===== src/rtl/emb_pkg.sv =====
package emb_pkg;
    typedef enum logic [1:0] {
        ST_IDLE = 2'd0,
        ST_ADDR = 2'd1,
        ST_DATA = 2'd2,
        ST_WAIT = 2'd3
    } emb_state_t;
endpackage


===== src/rtl/emb_width_map.sv =====
module emb_width_map #(
    parameter int PIN_W  = 20,
    parameter int DATA_W = 16
) (
    input  logic             cfg_wide,
    input  logic [1:0]       cfg_aw_code,
    output logic [PIN_W-1:0] own_mask,
    output logic [PIN_W-1:0] data_mask,
    output logic [PIN_W-1:0] free_mask,
    output logic             cfg_bad,
    output logic             aw_full
);
    localparam int LW = $clog2(PIN_W + 1);

    logic [LW-1:0] aw_lines;
    logic [LW-1:0] dw_lines;

    // 8 + 4*code lines
    assign aw_lines = LW'(8) + LW'({cfg_aw_code, 2'b00});
    assign dw_lines = cfg_wide ? LW'(DATA_W) : LW'(DATA_W / 2);
    assign aw_full  = (cfg_aw_code == 2'b11);
    assign cfg_bad  = cfg_wide && (aw_lines < LW'(DATA_W));

    for (genvar i = 0; i < PIN_W; i++) begin : g_line
        assign own_mask[i]  = LW'(i) < aw_lines;
        assign data_mask[i] = own_mask[i] && (LW'(i) < dw_lines);
        assign free_mask[i] = !own_mask[i];
    end
endmodule


===== src/rtl/emb_fsm.sv =====
module emb_fsm
    import emb_pkg::*;
#(
    parameter int PIN_W  = 20,
    parameter int DATA_W = 16,
    parameter int PHASES = 4,
    parameter int WAIT_W = 2
) (
    input  logic              clk,
    input  logic              rst_n,
    input  logic              req_valid,
    input  logic              req_write,
    input  logic              req_byte,
    input  logic [PIN_W:0]    req_addr,
    input  logic [DATA_W-1:0] req_wdata,
    input  logic [WAIT_W-1:0] wait_cycles,
    input  logic [PIN_W-1:0]  own_mask,
    input  logic [PIN_W-1:0]  data_mask,
    input  logic              cfg_wide,
    input  logic              aw_full,
    input  logic [DATA_W-1:0] pin_in,
    output logic              req_ready,
    output logic [PIN_W-1:0]  pin_out,
    output logic [PIN_W-1:0]  pin_oe,
    output logic              ale,
    output logic              rd_stb,
    output logic              wr_stb,
    output logic              ub_sel,
    output logic              lb_sel,
    output logic              ba0,
    output logic [DATA_W-1:0] rd_data,
    output logic              done
);
    localparam int CNT_W = $clog2(((1 << WAIT_W) - 1) * PHASES + 1);

    emb_state_t        state_q;
    logic [CNT_W-1:0]  cnt_q;
    logic [PIN_W:0]    addr_q;
    logic [DATA_W-1:0] wdata_q;
    logic              write_q;
    logic              byte_q;
    logic [WAIT_W-1:0] wait_q;

    logic [PIN_W-1:0]  addr_word;
    logic [PIN_W-1:0]  addr_only;
    logic [PIN_W-1:0]  wdata_ext;

    assign addr_word = addr_q[PIN_W:1];
    assign addr_only = own_mask & ~data_mask;
    assign wdata_ext = PIN_W'(wdata_q);

    // state register, counters and returned data
    always_ff @(posedge clk or negedge rst_n) begin
        if (!rst_n) begin
            state_q <= ST_IDLE;
            cnt_q   <= '0;
            addr_q  <= '0;
            wdata_q <= '0;
            write_q <= 1'b0;
            byte_q  <= 1'b0;
            wait_q  <= '0;
            done    <= 1'b0;
            rd_data <= '0;
        end else begin
            done <= 1'b0;
            unique case (state_q)
                ST_IDLE: begin
                    if (req_valid) begin
                        addr_q  <= req_addr;
                        wdata_q <= req_wdata;
                        write_q <= req_write;
                        byte_q  <= req_byte;
                        wait_q  <= wait_cycles;
                        state_q <= ST_ADDR;
                    end
                end
                ST_ADDR: begin
                    state_q <= ST_DATA;
                    cnt_q   <= CNT_W'(PHASES - 2);
                end
                ST_DATA: begin
                    if (cnt_q != '0) begin
                        cnt_q <= cnt_q - 1'b1;
                    end else if (wait_q != '0) begin
                        state_q <= ST_WAIT;
                        cnt_q   <= CNT_W'(int'(wait_q) * PHASES - 1);
                    end else begin
                        state_q <= ST_IDLE;
                        done    <= 1'b1;
                        if (!write_q) rd_data <= pin_in & data_mask[DATA_W-1:0];
                    end
                end
                ST_WAIT: begin
                    if (cnt_q != '0) begin
                        cnt_q <= cnt_q - 1'b1;
                    end else begin
                        state_q <= ST_IDLE;
                        done    <= 1'b1;
                        if (!write_q) rd_data <= pin_in & data_mask[DATA_W-1:0];
                    end
                end
                default: state_q <= ST_IDLE;
            endcase
        end
    end

    // pin and strobe outputs
    always_comb begin
        req_ready = (state_q == ST_IDLE);
        pin_out   = '0;
        pin_oe    = '0;
        ale       = 1'b0;
        rd_stb    = 1'b0;
        wr_stb    = 1'b0;
        ub_sel    = 1'b0;
        lb_sel    = 1'b0;
        ba0       = 1'b0;
        unique case (state_q)
            ST_IDLE: begin
            end
            ST_ADDR: begin
                pin_out = addr_word & own_mask;
                pin_oe  = own_mask;
                ale     = 1'b1;
            end
            ST_DATA, ST_WAIT: begin
                if (write_q) begin
                    pin_out = (wdata_ext & data_mask) | (addr_word & addr_only);
                    pin_oe  = own_mask;
                    wr_stb  = 1'b1;
                end else begin
                    pin_out = addr_word & addr_only;
                    pin_oe  = addr_only;
                    rd_stb  = 1'b1;
                end
            end
            default: begin
            end
        endcase
        if (state_q != ST_IDLE) begin
            ba0 = aw_full & addr_q[0];
            if (cfg_wide) begin
                ub_sel = byte_q ? addr_q[0]  : 1'b1;
                lb_sel = byte_q ? ~addr_q[0] : 1'b1;
            end else begin
                lb_sel = 1'b1;
            end
        end
    end

    AST_ALE_PULSE:      assert property (@(posedge clk) disable iff (!rst_n) ale |=> !ale);
    AST_DONE_PULSE:     assert property (@(posedge clk) disable iff (!rst_n) done |=> !done);
    AST_STROBE_EXCL:    assert property (@(posedge clk) disable iff (!rst_n)
                            !(rd_stb && wr_stb) && !(ale && (rd_stb || wr_stb)));
    AST_READ_HIZ:       assert property (@(posedge clk) disable iff (!rst_n)
                            rd_stb |-> ((pin_oe & data_mask) == '0));
    AST_BUSY_NOT_READY: assert property (@(posedge clk) disable iff (!rst_n)
                            (ale || rd_stb || wr_stb) |-> !req_ready);
endmodule


===== src/rtl/emb_bus_ctrl.sv =====
module emb_bus_ctrl #(
    parameter int PIN_W  = 20,
    parameter int DATA_W = 16,
    parameter int PHASES = 4,
    parameter int WAIT_W = 2
) (
    input  logic              clk,
    input  logic              rst_n,
    input  logic              cfg_wide,
    input  logic [1:0]        cfg_aw_code,
    input  logic              cfg_wait_en,
    input  logic [WAIT_W-1:0] cfg_wait_cnt,
    input  logic              req_valid,
    input  logic              req_write,
    input  logic              req_byte,
    input  logic [PIN_W:0]    req_addr,
    input  logic [DATA_W-1:0] req_wdata,
    output logic              req_ready,
    input  logic [DATA_W-1:0] pin_in,
    output logic [PIN_W-1:0]  pin_out,
    output logic [PIN_W-1:0]  pin_oe,
    output logic [PIN_W-1:0]  pin_free,
    output logic              cfg_bad,
    output logic              ale,
    output logic              rd_stb,
    output logic              wr_stb,
    output logic              ub_sel,
    output logic              lb_sel,
    output logic              ba0,
    output logic [DATA_W-1:0] rd_data,
    output logic              done
);
    logic [PIN_W-1:0]  own_mask;
    logic [PIN_W-1:0]  data_mask;
    logic              aw_full;
    logic [WAIT_W-1:0] wait_cycles;

    assign wait_cycles = cfg_wait_en ? cfg_wait_cnt : '0;

    emb_width_map #(.PIN_W(PIN_W), .DATA_W(DATA_W)) u_map (
        .cfg_wide    (cfg_wide),
        .cfg_aw_code (cfg_aw_code),
        .own_mask    (own_mask),
        .data_mask   (data_mask),
        .free_mask   (pin_free),
        .cfg_bad     (cfg_bad),
        .aw_full     (aw_full)
    );

    emb_fsm #(.PIN_W(PIN_W), .DATA_W(DATA_W), .PHASES(PHASES), .WAIT_W(WAIT_W)) u_fsm (
        .clk         (clk),
        .rst_n       (rst_n),
        .req_valid   (req_valid),
        .req_write   (req_write),
        .req_byte    (req_byte),
        .req_addr    (req_addr),
        .req_wdata   (req_wdata),
        .wait_cycles (wait_cycles),
        .own_mask    (own_mask),
        .data_mask   (data_mask),
        .cfg_wide    (cfg_wide),
        .aw_full     (aw_full),
        .pin_in      (pin_in),
        .req_ready   (req_ready),
        .pin_out     (pin_out),
        .pin_oe      (pin_oe),
        .ale         (ale),
        .rd_stb      (rd_stb),
        .wr_stb      (wr_stb),
        .ub_sel      (ub_sel),
        .lb_sel      (lb_sel),
        .ba0         (ba0),
        .rd_data     (rd_data),
        .done        (done)
    );

    AST_FREE_UNDRIVEN: assert property (@(posedge clk) disable iff (!rst_n)
                           (pin_oe & pin_free) == '0);
endmodule


===== config.mk =====
export PLATFORM = sky130hd
export DESIGN_NAME = emb_bus_ctrl
export DESIGN_NICKNAME = d
export VERILOG_FILES = /design/src/rtl/emb_pkg.sv /design/src/rtl/emb_width_map.sv /design/src/rtl/emb_fsm.sv /design/src/rtl/emb_bus_ctrl.sv
export SDC_FILE = /design/constraint.sdc
export NUM_CORES = 1
export LEC_CHECK = 0
export CORE_MARGIN = 4
export CORE_UTILIZATION = 30
export CTS_CLUSTER_DIAMETER = 40
export DETAILED_ROUTE_END_ITERATION = 8
export PLACE_DENSITY = 0.62
export SYNTH_ARGS = -nofsm -noshare
export SYNTH_HDL_FRONTEND = slang
export SYNTH_HIERARCHICAL = 1
export SYNTH_SLANG_ARGS = --single-unit

===== constraint.sdc =====
create_clock -name clk -period 5.1 [get_ports clk]
set_clock_uncertainty 0.05 [all_clocks]
set_input_delay 0.51 -clock clk [delete_from_list [all_inputs] [get_ports clk]]
set_output_delay 0.51 -clock clk [all_outputs]
set_load 0.005 [all_outputs]

==> flow_summary.rst, run 1 <==
.. list-table::
   :header-rows: 1

   * - Metric
     - Value
   * - Fraction of final layout cells sized beyond drive strength 1
     - 11.4%
   * - Clock sinks
     - 64
   * - Number of I/O port buffers
     - 140
   * - Final Hold Vio Count
     - 0
   * - Sequential cell area in the final layout
     - 1600 µm²
   * - Cell area after technology mapping
     - 3890 µm²
   * - Bufs and invs on worst path
     - 2
   * - Grt ovf
     - 0
   * - Family with the most delay on the worst path
     - buffers and inverters
   * - H-tree Lvls
     - 3
   * - Maximum cell stage delay along the critical path
     - 0.85 ns
   * - Worst endpoint data arrival time
     - 2.92 ns
   * - Peak supply drop
     - 0.000210 V
   * - Count of unique library cells instantiated by Yosys
     - 42
   * - Setup WS pre-CTS
     - 1.60 ns
   * - Starting Density
     - 30.7%
   * - Remaining DRCs
     - 0
   * - ANT cells
     - 0
   * - Startpoint-to-endpoint class of the critical path
     - in -> out
   * - Final setup violating endpoints
     - 0
   * - Placed instance area
     - 5150 µm²
   * - Maximum operating frequency
     - 0.287 GHz
   * - Area of the core
     - 12700 µm²
   * - Synth-to-Final Area Change
     - 39.1%
   * - Clock tree root buffer cell
     - sky130_fd_sc_hd__clkbuf_16
   * - Worst path cell trace
     - clkdlybuf4s50_1 > and2_1 > nand2b_1 > a21oi_1 > a31o_2 > clkdlybuf4s50_1
   * - Finished layout cell area
     - 5410 µm²
   * - Post-synthesis area per instance
     - 9.67 µm²
   * - Highest metal layer used by the detailed router
     - met4
   * - WL per Instance
     - 15.7 µm
   * - Maximum buffer depth of the clock tree
     - 2
   * - Length of routed met3 wiring
     - 788 µm
   * - CP Data Required Time
     - 4.54 ns
   * - CTS clock-pin slew for the worst setup and hold paths
     - 0.05 ns
   * - Slew at the pin closest to its max-slew limit
     - 1.10 ns
   * - Rows
     - 41
   * - Total wire length after detailed routing
     - 10.8 mm
   * - Register bit total from synthesis
     - 64
   * - Hold bufs inserted after CTS
     - 0
   * - Time the worst path needs with I/O delays and setup
     - 3.48 ns
   * - Area of the die
     - 14800 µm²
   * - Routed via count divided by cell count
     - 4.55
   * - Global-route total usage across every layer
     - 14.7%
   * - Cell type of the slowest stage on the worst timing path
     - sky130_fd_sc_hd__clkdlybuf4s50_1
   * - Power per cell area
     - 503 nW/µm²
   * - Main synth FF type
     - sky130_fd_sc_hd__dfrtp_1
   * - Cell types occupying the most area after synthesis
     - sky130_fd_sc_hd__dfrtp_1 41%, sky130_fd_sc_hd__buf_4 10%, sky130_fd_sc_hd__mux2_2 9.6%, sky130_fd_sc_hd__nand2_1 4.4%, sky130_fd_sc_hd__mux2i_1 4.1%
   * - Via total after detailed routing
     - 3133
   * - Clock latency of the later-clocked register in the worst-skew pair
     - 0.32 ns
   * - Hold Slack
     - 0.328 ns
   * - Area used by multi-input combinational logic
     - 1800 µm²
   * - Post-layout worst setup margin
     - 1.62 ns
   * - Horizontal extent of the die
     - 122 µm
   * - Total setup buffers inserted after CTS
     - 0
   * - Number of gates resized after CTS
     - 0
   * - Startpoint type of the worst setup path
     - input pin
   * - Number of warnings printed during yosys synthesis
     - 6
   * - Critical Path Sink Type
     - output pin
   * - Number of antenna violations at the first check in global routing
     - 0
   * - Cell count after synthesis
     - 402
   * - Number of top-level pins
     - 149
   * - Post-Route Utilization
     - 42.7%
   * - Number of CTS-inserted buffers
     - 9
   * - Total negative slack for setup checks
     - 0 ns
   * - Number of global-route vias before repair
     - 3229
   * - # nets final
     - 581
   * - Number of max-cap violations
     - 0
   * - Sequential share of the synthesized area
     - 41.2%
   * - Die height
     - 122 µm
   * - Drt pass-1 iters
     - 4
   * - Result of the run
     - finished clean
   * - Dpl hpwl
     - 7.46 mm
   * - Pin count of the biggest net entering global routing
     - 65
   * - Leakage dissipation
     - 2.25 nW
   * - Post-synth top area share
     - 41.2%
   * - Fraction of registers with async set or reset after synthesis
     - 100%
   * - Gpl congestion
     - 0.734
   * - Dominant cell type by count on the critical path
     - sky130_fd_sc_hd__clkdlybuf4s50_1
   * - ANT nets after route
     - 0
   * - Total length of routed met2 wires
     - 4.96 mm
   * - FILL cells
     - 1265
   * - Rel. slew slack
     - 26.5%
   * - Met1 Routed Length
     - 4.96 mm
   * - TritonCTS clock tree
     - yes
   * - Global-route wire length before repair
     - 16.8 mm
   * - Cell type with the highest aggregate area in the netlist
     - sky130_fd_sc_hd__dfrtp_1
   * - Maximum net fanout on the critical path
     - 16
   * - Drt first-iter violations
     - 82
   * - Setup repair after global routing missed its margin
     - no
   * - Number of enable-type register cells in the synthesized netlist
     - 0
   * - Worst min path class
     - in -> async
   * - Count of pins over their slew limit
     - 0
   * - Crit share post-route
     - 68.3%
[registers in the layout, summed over array words and instances, names as in the netlist]
register       cells
u_fsm/byte_q       1
u_fsm/write_q      1
u_fsm/wdata_q     16
u_fsm/rd_data     16
u_fsm/addr_q      21
u_fsm/state_q      2
u_fsm/done         1
u_fsm/cnt_q        4
u_fsm/wait_q       2
[layout make-up]
class                           count  area share, %
Multi-Input combinational cell    268           33.3
Sequential cell                    64           29.6
Timing Repair Buffer              146           26.7
Inverter                           25           1.74
Tap cell                          172           3.98
Clock inverter                      1         0.0926
Clock buffer                       13           4.63
[cell usage after synthesis (6+ instances only)]
| cell | count |
|---|---|
| sky130_fd_sc_hd__buf_2 | 6 |
| sky130_fd_sc_hd__nand2_1 | 46 |
| sky130_fd_sc_hd__nand2b_1 | 18 |
| sky130_fd_sc_hd__clkbuf_1 | 8 |
| sky130_fd_sc_hd__buf_4 | 54 |
| sky130_fd_sc_hd__nor2_1 | 12 |
| sky130_fd_sc_hd__inv_1 | 23 |
| sky130_fd_sc_hd__mux2_1 | 8 |
| sky130_fd_sc_hd__nand3_1 | 15 |
| sky130_fd_sc_hd__o2bb2ai_1 | 15 |
| sky130_fd_sc_hd__and2_1 | 6 |
| sky130_fd_sc_hd__a21oi_1 | 7 |
| sky130_fd_sc_hd__o21ai_0 | 16 |
| sky130_fd_sc_hd__mux2i_1 | 16 |
| sky130_fd_sc_hd__mux2_2 | 33 |
| sky130_fd_sc_hd__a21boi_0 | 16 |
| sky130_fd_sc_hd__dfrtp_1 | 64 |
[routing by layer]
metal	track usage, %	vias to the layer above
met5	0	-
met4	3.64	0
met3	5.66	8
met1	18.4	1515
li1	-	1506
met2	24.0	104
[through the flow]
step	power [mW]	std cells
global placement	2.16	675
CTS	2.75	689
finish	2.72	689
global route	2.92	689
detailed placement	2.18	675
floorplan	1.58	428
[where the power goes]
| group | total (mW) | internal [mW] | switching [mW] |
|---|---|---|---|
| sequential | 0.918 | 0.761 | 0.157 |
| clock | 0.547 | 0.336 | 0.211 |
| combinational | 1.25 | 0.713 | 0.540 |
| total | 2.72 | 1.81 | 0.908 |
[layout by cell type, fill, tap and decap left out, types with 5 or more instances in the layout]
master / n
sky130_fd_sc_hd__a21boi_0: 16
sky130_fd_sc_hd__a21oi_1: 7
sky130_fd_sc_hd__and2_1: 5
sky130_fd_sc_hd__buf_4: 6
sky130_fd_sc_hd__clkbuf_16: 9
sky130_fd_sc_hd__clkdlybuf4s50_1: 139
sky130_fd_sc_hd__conb_1: 28
sky130_fd_sc_hd__dfrtp_1: 64
sky130_fd_sc_hd__inv_1: 23
sky130_fd_sc_hd__mux2_1: 8
sky130_fd_sc_hd__mux2_2: 33
sky130_fd_sc_hd__mux2i_1: 16
sky130_fd_sc_hd__nand2_1: 46
sky130_fd_sc_hd__nand2b_1: 18
sky130_fd_sc_hd__nand3_1: 15
sky130_fd_sc_hd__nor2_1: 12
sky130_fd_sc_hd__o21ai_0: 16
sky130_fd_sc_hd__o2bb2ai_1: 15
[worst reg2reg max path, stage by stage, from the launching register on]
cell	delay (ns)
sky130_fd_sc_hd__dfrtp_1	0.63
sky130_fd_sc_hd__buf_4	0.38
sky130_fd_sc_hd__or2_1	0.35
sky130_fd_sc_hd__inv_2	0.14
sky130_fd_sc_hd__and2_2	0.87
sky130_fd_sc_hd__mux2_2	0.47
[path summary, 6_finish.rpt]
kind / startpoint / to / slack, ns / cells past startpoint
min in group clk: u_fsm/addr_q[18] / u_fsm/addr_q[18] / 0.43 / 1
min: rst_n / u_fsm/cnt_q[2] / 0.33 / 2
max: cfg_aw_code[1] / pin_out[14] / 1.62 / 6
max in group asynchronous: rst_n / u_fsm/addr_q[7] / 4.10 / 2
min reg2reg: u_fsm/addr_q[18] / u_fsm/addr_q[18] / 0.43 / 1
max reg2reg: u_fsm/state_q[1] / u_fsm/addr_q[4] / 2.08 / 5
[logic make-up (layout without fill, tap and decap cells)]
group	after synthesis	count (layout)	share of synthesized area [%]
muxes	57	57	16.0
buffers and inverters	96	185	15.1
AOI/OAI and AO/OA	65	65	11.7
other	2	28	0.193
DFF	64	64	41.2
adders and majority gates	3	3	0.966
xor gates and xnor gates	1	1	0.225
and+or+nand+nor	114	114	14.7
Power figures use the tool's default switching activity.
==> run 2, diff against run 1 <==
Clock period 5.1 ns to 3.4 ns, I/O delays scaled along.
==> run 2 against run 1 <==
  * Via count increased by 1.8%
  * Core utilization increased by 0.67 points
  * Routed wire length increased by 0.99%
  * Highest routed layer unchanged
==> flow_summary.rst, run 2 (same netlist as run 1, synthesis figures left out) <==
.. list-table::
   :header-rows: 1

   * - Metric
     - Value
   * - Worst endpoint data arrival time
     - 2.48 ns
   * - Worst min path class
     - reg -> reg
   * - Pin count of the biggest net entering global routing
     - 43
   * - Startpoint type of the worst setup path
     - input pin
   * - Largest Register
     - u_fsm/addr_q
   * - Total negative slack for setup checks
     - 0 ns
   * - Clock tree root buffer cell
     - sky130_fd_sc_hd__clkbuf_16
   * - Clock latency of the later-clocked register in the worst-skew pair
     - 0.32 ns
   * - Drt first-iter violations
     - 100
   * - Most frequent cells in the layout
     - 139 x sky130_fd_sc_hd__clkdlybuf4s50_1, 64 x sky130_fd_sc_hd__dfrtp_1, 46 x sky130_fd_sc_hd__nand2_1
   * - ANT nets after route
     - 0
   * - CTS clock-pin slew for the worst setup and hold paths
     - 0.05 ns
   * - Gpl congestion
     - 0.755
   * - Result of the run
     - finished clean
   * - Area of the core
     - 12700 µm²
   * - Critical Path Sink Type
     - output pin
   * - Number of top-level pins
     - 149
   * - Die height
     - 122 µm
   * - Maximum buffer depth of the clock tree
     - 2
   * - Hold Slack
     - 0.435 ns
   * - WL per Instance
     - 15.7 µm
   * - Number of gates resized after CTS
     - 0
   * - Number of global-route vias before repair
     - 3294
   * - Clock sinks
     - 64
   * - Drt pass-1 iters
     - 4
   * - Finished layout cell area
     - 5490 µm²
   * - Rel. slew slack
     - 56.9%
   * - Worst path cell trace
     - clkdlybuf4s50_1 > buf_4 > o21a_1 > nand3_1 > o21ai_0 > o2bb2ai_1 > clkdlybuf4s50_1
   * - Setup repair after global routing missed its margin
     - no
   * - Global-route total usage across every layer
     - 15.1%
   * - Hold bufs inserted after CTS
     - 1
   * - Rows
     - 41
   * - Maximum net fanout on the critical path
     - 16
   * - Synth-to-Final Area Change
     - 41.3%
   * - Area of the die
     - 14800 µm²
   * - Worst Reg-to-Reg Cells
     - 6
   * - Grt ovf
     - 0
   * - Number of CTS-inserted buffers
     - 9
   * - Top Registers
     - u_fsm/addr_q: 21 flops, u_fsm/rd_data: 16 flops, u_fsm/wdata_q: 16 flops
   * - Slew at the pin closest to its max-slew limit
     - 0.647 ns
   * - Total wire length after detailed routing
     - 10.9 mm
   * - Number of max-cap violations
     - 0
   * - ANT cells
     - 0
   * - FILL cells
     - 1262
   * - Total setup buffers inserted after CTS
     - 0
   * - Count of pins over their slew limit
     - 0
   * - Remaining DRCs
     - 0
   * - Number of flip-flops in the largest register
     - 21
   * - Placed instance area
     - 5180 µm²
   * - Number of antenna violations at the first check in global routing
     - 0
   * - Horizontal extent of the die
     - 122 µm
   * - # nets final
     - 586
   * - Final setup violating endpoints
     - 0
   * - Crit share post-route
     - 84.3%
   * - Most frequent standard cell in the layout excluding fill and tap cells
     - sky130_fd_sc_hd__clkdlybuf4s50_1
   * - Via total after detailed routing
     - 3189
   * - Starting Density
     - 30.7%
   * - Number of I/O port buffers
     - 140
   * - TritonCTS clock tree
     - yes
   * - Maximum cell stage delay along the critical path
     - 0.58 ns
   * - Hold Path Depth
     - 1
   * - Final Hold Vio Count
     - 0
   * - Dpl hpwl
     - 7.90 mm
   * - H-tree Lvls
     - 3
   * - Maximum operating frequency
     - 0.349 GHz
   * - Routed via count divided by cell count
     - 4.58
   * - Peak supply drop
     - 0.000274 V
   * - Global-route wire length before repair
     - 17.3 mm
   * - CP Data Required Time
     - 3.01 ns
   * - Startpoint-to-endpoint class of the critical path
     - in -> out
   * - Leakage dissipation
     - 2.30 nW
   * - Power per cell area
     - 764 nW/µm²
   * - Fraction of final layout cells sized beyond drive strength 1
     - 12.6%
   * - Setup slack on the worst flop-to-flop path
     - 1.01 ns
   * - Time the worst path needs with I/O delays and setup
     - 2.87 ns
   * - Cell type of the slowest stage on the worst timing path
     - sky130_fd_sc_hd__clkdlybuf4s50_1
   * - Dominant cell type by count on the critical path
     - sky130_fd_sc_hd__clkdlybuf4s50_1
run 2: per-stage QoR:
step           power (mW)  instances  setup WS (ns)  utilization [%]
6_report             4.20        696          0.533             43.3
2_1_floorplan        2.37        428           1.23                -
3_5_place_dp         3.31        679          0.544             40.9
3_3_place_gp         3.26        679          0.597             40.9
5_1_grt              4.52        696          0.313             43.3
4_1_cts              4.27        696          0.481             43.3
run 2: report_power, final:
group,switching [mW],internal [mW]
sequential,0.213,1.14
combinational,0.835,1.08
clock,0.321,0.605
total,1.37,2.83
run 2: final cells by class:
class	instances	area, µm²	share of cell area, %
Clock buffer	13	260	4.74
Clock inverter	3	40.0	0.729
Inverter	25	93.8	1.71
Multi-Input combinational cell	268	1800	32.8
Sequential cell	64	1600	29.2
Tap cell	172	215	3.92
Timing Repair Buffer	151	1480	27.0
run 2: routing by layer:
metal / GRT usage, % / wire length (µm) / vias to the layer above / share of wire [%]
met4: 4.55 / 149 / 0 / 1.4
met2: 24.7 / 5060 / 121 / 46
met1: 19.1 / 4840 / 1539 / 44
li1: - / - / 1517 / -
met5: 0 / 0 / - / 0
met3: 4.74 / 873 / 12 / 8.0
run 2: worst max-delay path: cells and delay by family:
kind	cells	cell delay, ns
compound gates	3	0.67
buf+inv	3	1.33
simple gates	1	0.13
run 2: worst paths after layout:
kind | end | start
worst max-delay path | pin_out[8] | cfg_aw_code[1]
worst min-delay path | u_fsm/addr_q[14] | u_fsm/addr_q[14]
worst max register to register | u_fsm/wdata_q[11] | u_fsm/state_q[1]
worst min register to register | u_fsm/addr_q[14] | u_fsm/addr_q[14]
max in group asynchronous | u_fsm/addr_q[16] | rst_n
min in group asynchronous | u_fsm/addr_q[19] | rst_n
